===== src/rtl/fqm_pkg.sv =====
package fqm_pkg;

   localparam int MAX_W = 64;
   localparam int MAX_N = 4096;

   typedef struct packed {
      logic [MAX_W-1:0] pos;
      logic [MAX_W-1:0] neg;
   } csd_t;

   // Fibonacci number F(n), wrapped modulo 2^64
   function automatic logic [MAX_W-1:0] fib(input int n);
      logic [MAX_W-1:0] lo, hi, nx;
      lo = '0;
      hi = 64'd1;
      for (int i = 0; i < n; i++) begin
         nx = lo + hi;
         lo = hi;
         hi = nx;
      end
      return lo;
   endfunction

   function automatic logic [MAX_W-1:0] negate(input logic [MAX_W-1:0] v);
      return ~v + 64'd1;
   endfunction

   // forward matrix entry, index = row*2 + col
   function automatic logic [MAX_W-1:0] fwd_k(input int n, input int idx);
      case (idx)
         0:       return fib(n + 1);
         3:       return fib(n - 1);
         default: return fib(n);
      endcase
   endfunction

   // inverse matrix entry, sign (-1)^n folded in
   function automatic logic [MAX_W-1:0] inv_k(input int n, input int idx);
      logic [MAX_W-1:0] v;
      case (idx)
         0:       v = fib(n - 1);
         3:       v = fib(n + 1);
         default: v = negate(fib(n));
      endcase
      return (n % 2 == 1) ? negate(v) : v;
   endfunction

   // signed-digit recoding with no two adjacent nonzero digits;
   // digits at weight 2^w and above vanish modulo 2^w
   function automatic csd_t csd_recode(input logic [MAX_W-1:0] k, input int w);
      logic [MAX_W+1:0] x;
      csd_t d;
      d = '0;
      x = {2'b00, k};
      for (int i = 0; i < MAX_W; i++) begin
         if (i < w) begin
            if (x[0]) begin
               if (x[1]) begin
                  d.neg[i] = 1'b1;
                  x = x + 66'd1;
               end else begin
                  d.pos[i] = 1'b1;
                  x = x - 66'd1;
               end
            end
            x = x >> 1;
         end
      end
      return d;
   endfunction

endpackage


===== src/rtl/fqm_csd_mult.sv =====
module fqm_csd_mult #(
   parameter int               W = 16,
   parameter logic [63:0]      K = 64'd0
) (
   input  logic [W-1:0] x,
   output logic [W-1:0] y
);

   localparam fqm_pkg::csd_t DIG = fqm_pkg::csd_recode(K, W);

   logic [W-1:0] term [W];

   for (genvar i = 0; i < W; i++) begin : g_dig
      if (DIG.pos[i]) begin : g_add
         assign term[i] = x << i;
      end else if (DIG.neg[i]) begin : g_sub
         assign term[i] = '0 - (x << i);
      end else begin : g_zero
         assign term[i] = '0;
      end
   end

   always_comb begin
      y = '0;
      for (int i = 0; i < W; i++) begin
         y = y + term[i];
      end
   end

endmodule


===== src/rtl/fqm_mat_mul.sv =====
module fqm_mat_mul #(
   parameter int          W   = 16,
   parameter logic [63:0] K00 = 64'd1,
   parameter logic [63:0] K01 = 64'd0,
   parameter logic [63:0] K10 = 64'd0,
   parameter logic [63:0] K11 = 64'd1
) (
   input  logic [4*W-1:0] blk,
   output logic [4*W-1:0] res
);

   for (genvar r = 0; r < 2; r++) begin : g_row
      for (genvar c = 0; c < 2; c++) begin : g_col
         localparam logic [63:0] KA = (c == 0) ? K00 : K01;
         localparam logic [63:0] KB = (c == 0) ? K10 : K11;
         logic [W-1:0] pa, pb;

         fqm_csd_mult #(.W(W), .K(KA)) u_pa (
            .x (blk[(2*r)*W +: W]),
            .y (pa)
         );
         fqm_csd_mult #(.W(W), .K(KB)) u_pb (
            .x (blk[(2*r+1)*W +: W]),
            .y (pb)
         );

         assign res[(2*r+c)*W +: W] = pa + pb;
      end
   end

endmodule


===== src/rtl/fqm_cipher.sv =====
module fqm_cipher #(
   parameter int W = 16,
   parameter int N = 10
) (
   input  logic           clk,
   input  logic           rst_n,
   input  logic           req_valid,
   input  logic           req_dir,
   input  logic [4*W-1:0] req_block,
   output logic           res_valid,
   output logic [4*W-1:0] res_block
);

   localparam int BLK_W = 4 * W;

   if (W < 2 || W > fqm_pkg::MAX_W) begin : g_bad_w
      $error("fqm_cipher: W must lie in 2..64");
   end
   if (N < 1 || N > fqm_pkg::MAX_N) begin : g_bad_n
      $error("fqm_cipher: N must lie in 1..4096");
   end

   logic [BLK_W-1:0] fwd_res, inv_res;

   fqm_mat_mul #(
      .W   (W),
      .K00 (fqm_pkg::fwd_k(N, 0)),
      .K01 (fqm_pkg::fwd_k(N, 1)),
      .K10 (fqm_pkg::fwd_k(N, 2)),
      .K11 (fqm_pkg::fwd_k(N, 3))
   ) u_fwd (
      .blk (req_block),
      .res (fwd_res)
   );

   fqm_mat_mul #(
      .W   (W),
      .K00 (fqm_pkg::inv_k(N, 0)),
      .K01 (fqm_pkg::inv_k(N, 1)),
      .K10 (fqm_pkg::inv_k(N, 2)),
      .K11 (fqm_pkg::inv_k(N, 3))
   ) u_inv (
      .blk (req_block),
      .res (inv_res)
   );

   always_ff @(posedge clk) begin
      if (!rst_n) begin
         res_valid <= 1'b0;
         res_block <= '0;
      end else begin
         res_valid <= req_valid;
         if (req_valid) begin
            res_block <= req_dir ? inv_res : fwd_res;
         end
      end
   end

endmodule


===== config.mk =====
export PLATFORM = sky130hd
export DESIGN_NAME = fqm_cipher
export DESIGN_NICKNAME = d
export VERILOG_FILES = /design/src/rtl/fqm_pkg.sv /design/src/rtl/fqm_csd_mult.sv /design/src/rtl/fqm_mat_mul.sv /design/src/rtl/fqm_cipher.sv
export SDC_FILE = /design/constraint.sdc
export NUM_CORES = 1
export LEC_CHECK = 0
export BUFFER_PORTS_ARGS = -buffer_cell sky130_fd_sc_hd__buf_4
export CAP_MARGIN = 15
export CORE_AREA = 5 5 171 173
export CTS_CLUSTER_DIAMETER = 50
export DETAILED_ROUTE_END_ITERATION = 7
export DIE_AREA = 0 0 176 178
export HOLD_SLACK_MARGIN = 0.06
export PLACE_DENSITY = 0.79
export SLEW_MARGIN = 15
export SYNTH_ARGS = -nofsm -noshare
export SYNTH_HDL_FRONTEND = slang
export SYNTH_SLANG_ARGS = --single-unit
export TNS_END_PERCENT = 10

===== constraint.sdc =====
create_clock -name clk -period 5.95 [get_ports clk]
set_input_delay 0 -clock clk [delete_from_list [all_inputs] [get_ports clk]]
set_output_delay 0 -clock clk [all_outputs]
set_load 0.02 [all_outputs]

==> out/results.ini <==
[sta]
setup_viol=0
worstMarginPinSlew_ns=1.03
slew_headroom_pct=31.4
finClkSkew_ns=0
fin_hold_ws_ns=0.153
fmax_ghz=0.179
fin_crit_sh_pct=93.6
hold_viol=0
period_needed_ns=5.57
drv_slew=0
finalSetupTns_ns=0
grt_setup_unrepaired=false

[logic_synthesis]
synth_seq_area_share_pct=7.50
syn-cell-area_um2=17400
ys_top_cells_by_count=inv_1 (462), fa_1 (332), ha_1 (194)
synthTopCellsByArea=fa_1 (38%), ha_1 (14%), inv_1 (10%), dfxtp_1 (7.5%), xnor2_1 (6.6%)
ys_ff_latch=65
yosysMostFrequentCell=inv_1
ys_dominant_reg_cell=dfxtp_1
synth-edff-count=0
synth_nets=2462
synth_top_cell_by_area=fa_1
async_reset_ff_share_pct=0
ys_types=59
syn_avg_cell_area_um2=9.29
yosys_warnings=0
post_synth_inst_count=1868
synth.top_cell.area_share_pct=38.3

[critical_path]
crit_arrival_ns=5.85
startpoint_type=input pin
path_max_fanout=9
regToRegStartpoint=res_block[29]
cp.required_ns=6.23
endpoint_kind=register
reg2reg_slack_ns=4.75
crit_type=in -> reg
regToRegEndpoint=res_block[29]
reg2regPathDepth=3

[detailed_routing]
dr_total_vias=13858
vias_per_cell=5.91
drc=0
first_iter_violations=1117
ant_nets=0
dr.pass1.iters=6
drt_wl_total_mm=48.2
wl_per_cell_um=20.6

[clock_tree]
htree_levels=3
cts_tree=done
cts_root_buffer=clkbuf_16
clockBufferDepth=2
clkTransAtPathRegs_ns=0.07
cts_setup_buffers=0
clk_latency_ns=0.35
cts.sinks=65
cts_buffers=9

[outcome]
status=complete, no violations

[global_routing]
grt_usage_pct=32.0
met1_usage_pct=44.5
busiest_layer=met2
grt_max_degree=98
grt_pass1_vias=14573
antenna_found_initial=0
grtUsageMet3_pct=6.87
met2_usage_pct=51.4
grt_pass1_wl_mm=77.5
gr-total-overflow=0

[layout]
fin_nets=2587
drive_above_1_share_pct=8.86
antennaDiodeCount=0
layoutNonFillerInstCount=2344
n_fill_cell=2197
postLayoutCoreUtil_pct=69.4
final_cell_area_um2=19100
area_growth_pct=9.85

[placed_design]
dp.cells=2323
place_congestion=0.937
detailed_place_hpwl_mm=39.5
place_area_um2=18700
port_buffers=132

[min_path]
holdPathStages=5
hold_start=req_block[16]
min_path_type=in -> reg
min_to=res_block[0]

[die]
num_rows=61
die_h_um=178
fp.dieW_um=176
die_area_um2=31300
initial_core_util_pct=63.1
core_um2=27500
pin_count=133

[job]
maxCapViolCount=0

[power_and_ir_drop]
p_leak_nw=9.55
p_per_area_nw_per_um2=452
ir_drop_v=0.000358

cells in the final DEF, fill, tap and decap left out, types with 4 or more instances in the layout:
master	n
a31oi_1	24
o21ai_0	94
and3_1	16
a21o_1	22
nor3_1	39
inv_1	462
nand3_1	25
clkbuf_16	9
xnor2_1	131
mux2i_1	24
xnor3_1	5
or2_2	7
o221ai_1	8
dfxtp_1	65
or3_1	12
a21oi_1	49
nor2_1	99
nand4_1	4
xor2_1	23
fa_1	332
o211ai_1	4
nand3b_1	6
nor4_1	5
and2_1	5
nand2_1	59
buf_4	141
dlygate4sd3_1	5
a311oi_1	18
ha_1	194
o21bai_1	18
a211oi_1	48
registers in the layout, indices dropped and copies added, names as in the netlist:
name / cells
res_block: 64
res_valid: 1
routing by layer:
metal	vias to the layer above	wire, um
li1	6221	-
met1	6829	20100
met2	686	22300
met3	122	4240
met4	0	1450
met5	-	0
layout make-up:
cell class                      count  area, um2  share of cell area (%)
Clock buffer                        9        225                    1.18
Clock inverter                      7       83.8                   0.440
Inverter                          463       1740                    9.12
Multi-Input combinational cell   1308      14200                    74.3
Sequential cell                    65       1300                    6.83
Tap cell                          346        433                    2.27
Timing Repair Buffer              146       1110                    5.82
critical path, stage by stage:
cell	delay, ns
buf_4	0.17
nor3_1	0.45
xnor2_1	0.23
inv_1	0.10
fa_1	0.48
inv_1	0.05
fa_1	0.44
fa_1	0.52
inv_1	0.05
fa_1	0.49
inv_1	0.05
ha_1	0.32
o21ai_0	0.19
o21ai_0	0.28
a41o_1	0.37
a2111oi_0	0.62
o211a_1	0.24
nor2_1	0.04
a31oi_1	0.17
dlygate4sd3_1	0.57
where the power goes:
group          internal [mW]  switching [mW]  total, mW
logic                   3.14            4.22       7.36
registers              0.566          0.0997      0.665
clock network          0.333           0.246      0.579
total                   4.04            4.57       8.61
through the flow:
stage          total power, mW  setup slack [ns]
2_1_floorplan             5.96              1.16
3_3_place_gp              7.65             0.529
3_5_place_dp              7.87             0.396
4_1_cts                   8.51             0.524
5_1_grt                   9.45             0.157
6_report                  8.61             0.378
worst max path at each step:
stage	start	end	slack (ns)
after floorplan	req_block[17]	res_block[14]	1.16
after global placement	req_block[17]	res_block[14]	0.53
after detailed placement	req_block[17]	res_block[14]	0.40
after CTS	req_block[18]	res_block[31]	0.52
after global routing	req_block[18]	res_block[31]	0.16
final	req_block[18]	res_block[31]	0.38
kinds of logic after synthesis:
logic type                 after synthesis  share of synthesized area [%]
and+or+nand+nor                        296                           8.36
muxes                                   25                           1.45
xor gates and xnor gates               159                           8.42
DFF                                     65                           7.50
AOI/OAI and AO/OA                      302                           11.1
adders and majority gates              526                           52.3
buffers and inverters                  495                           10.8
what timing repair did:
action,in CTS,in global routing
resized for setup,0,0
endpoints found under the setup margin,0,0
hold buffers,5,0
hold endpoints to repair,16,0
(Power assumes the default switching activity.)
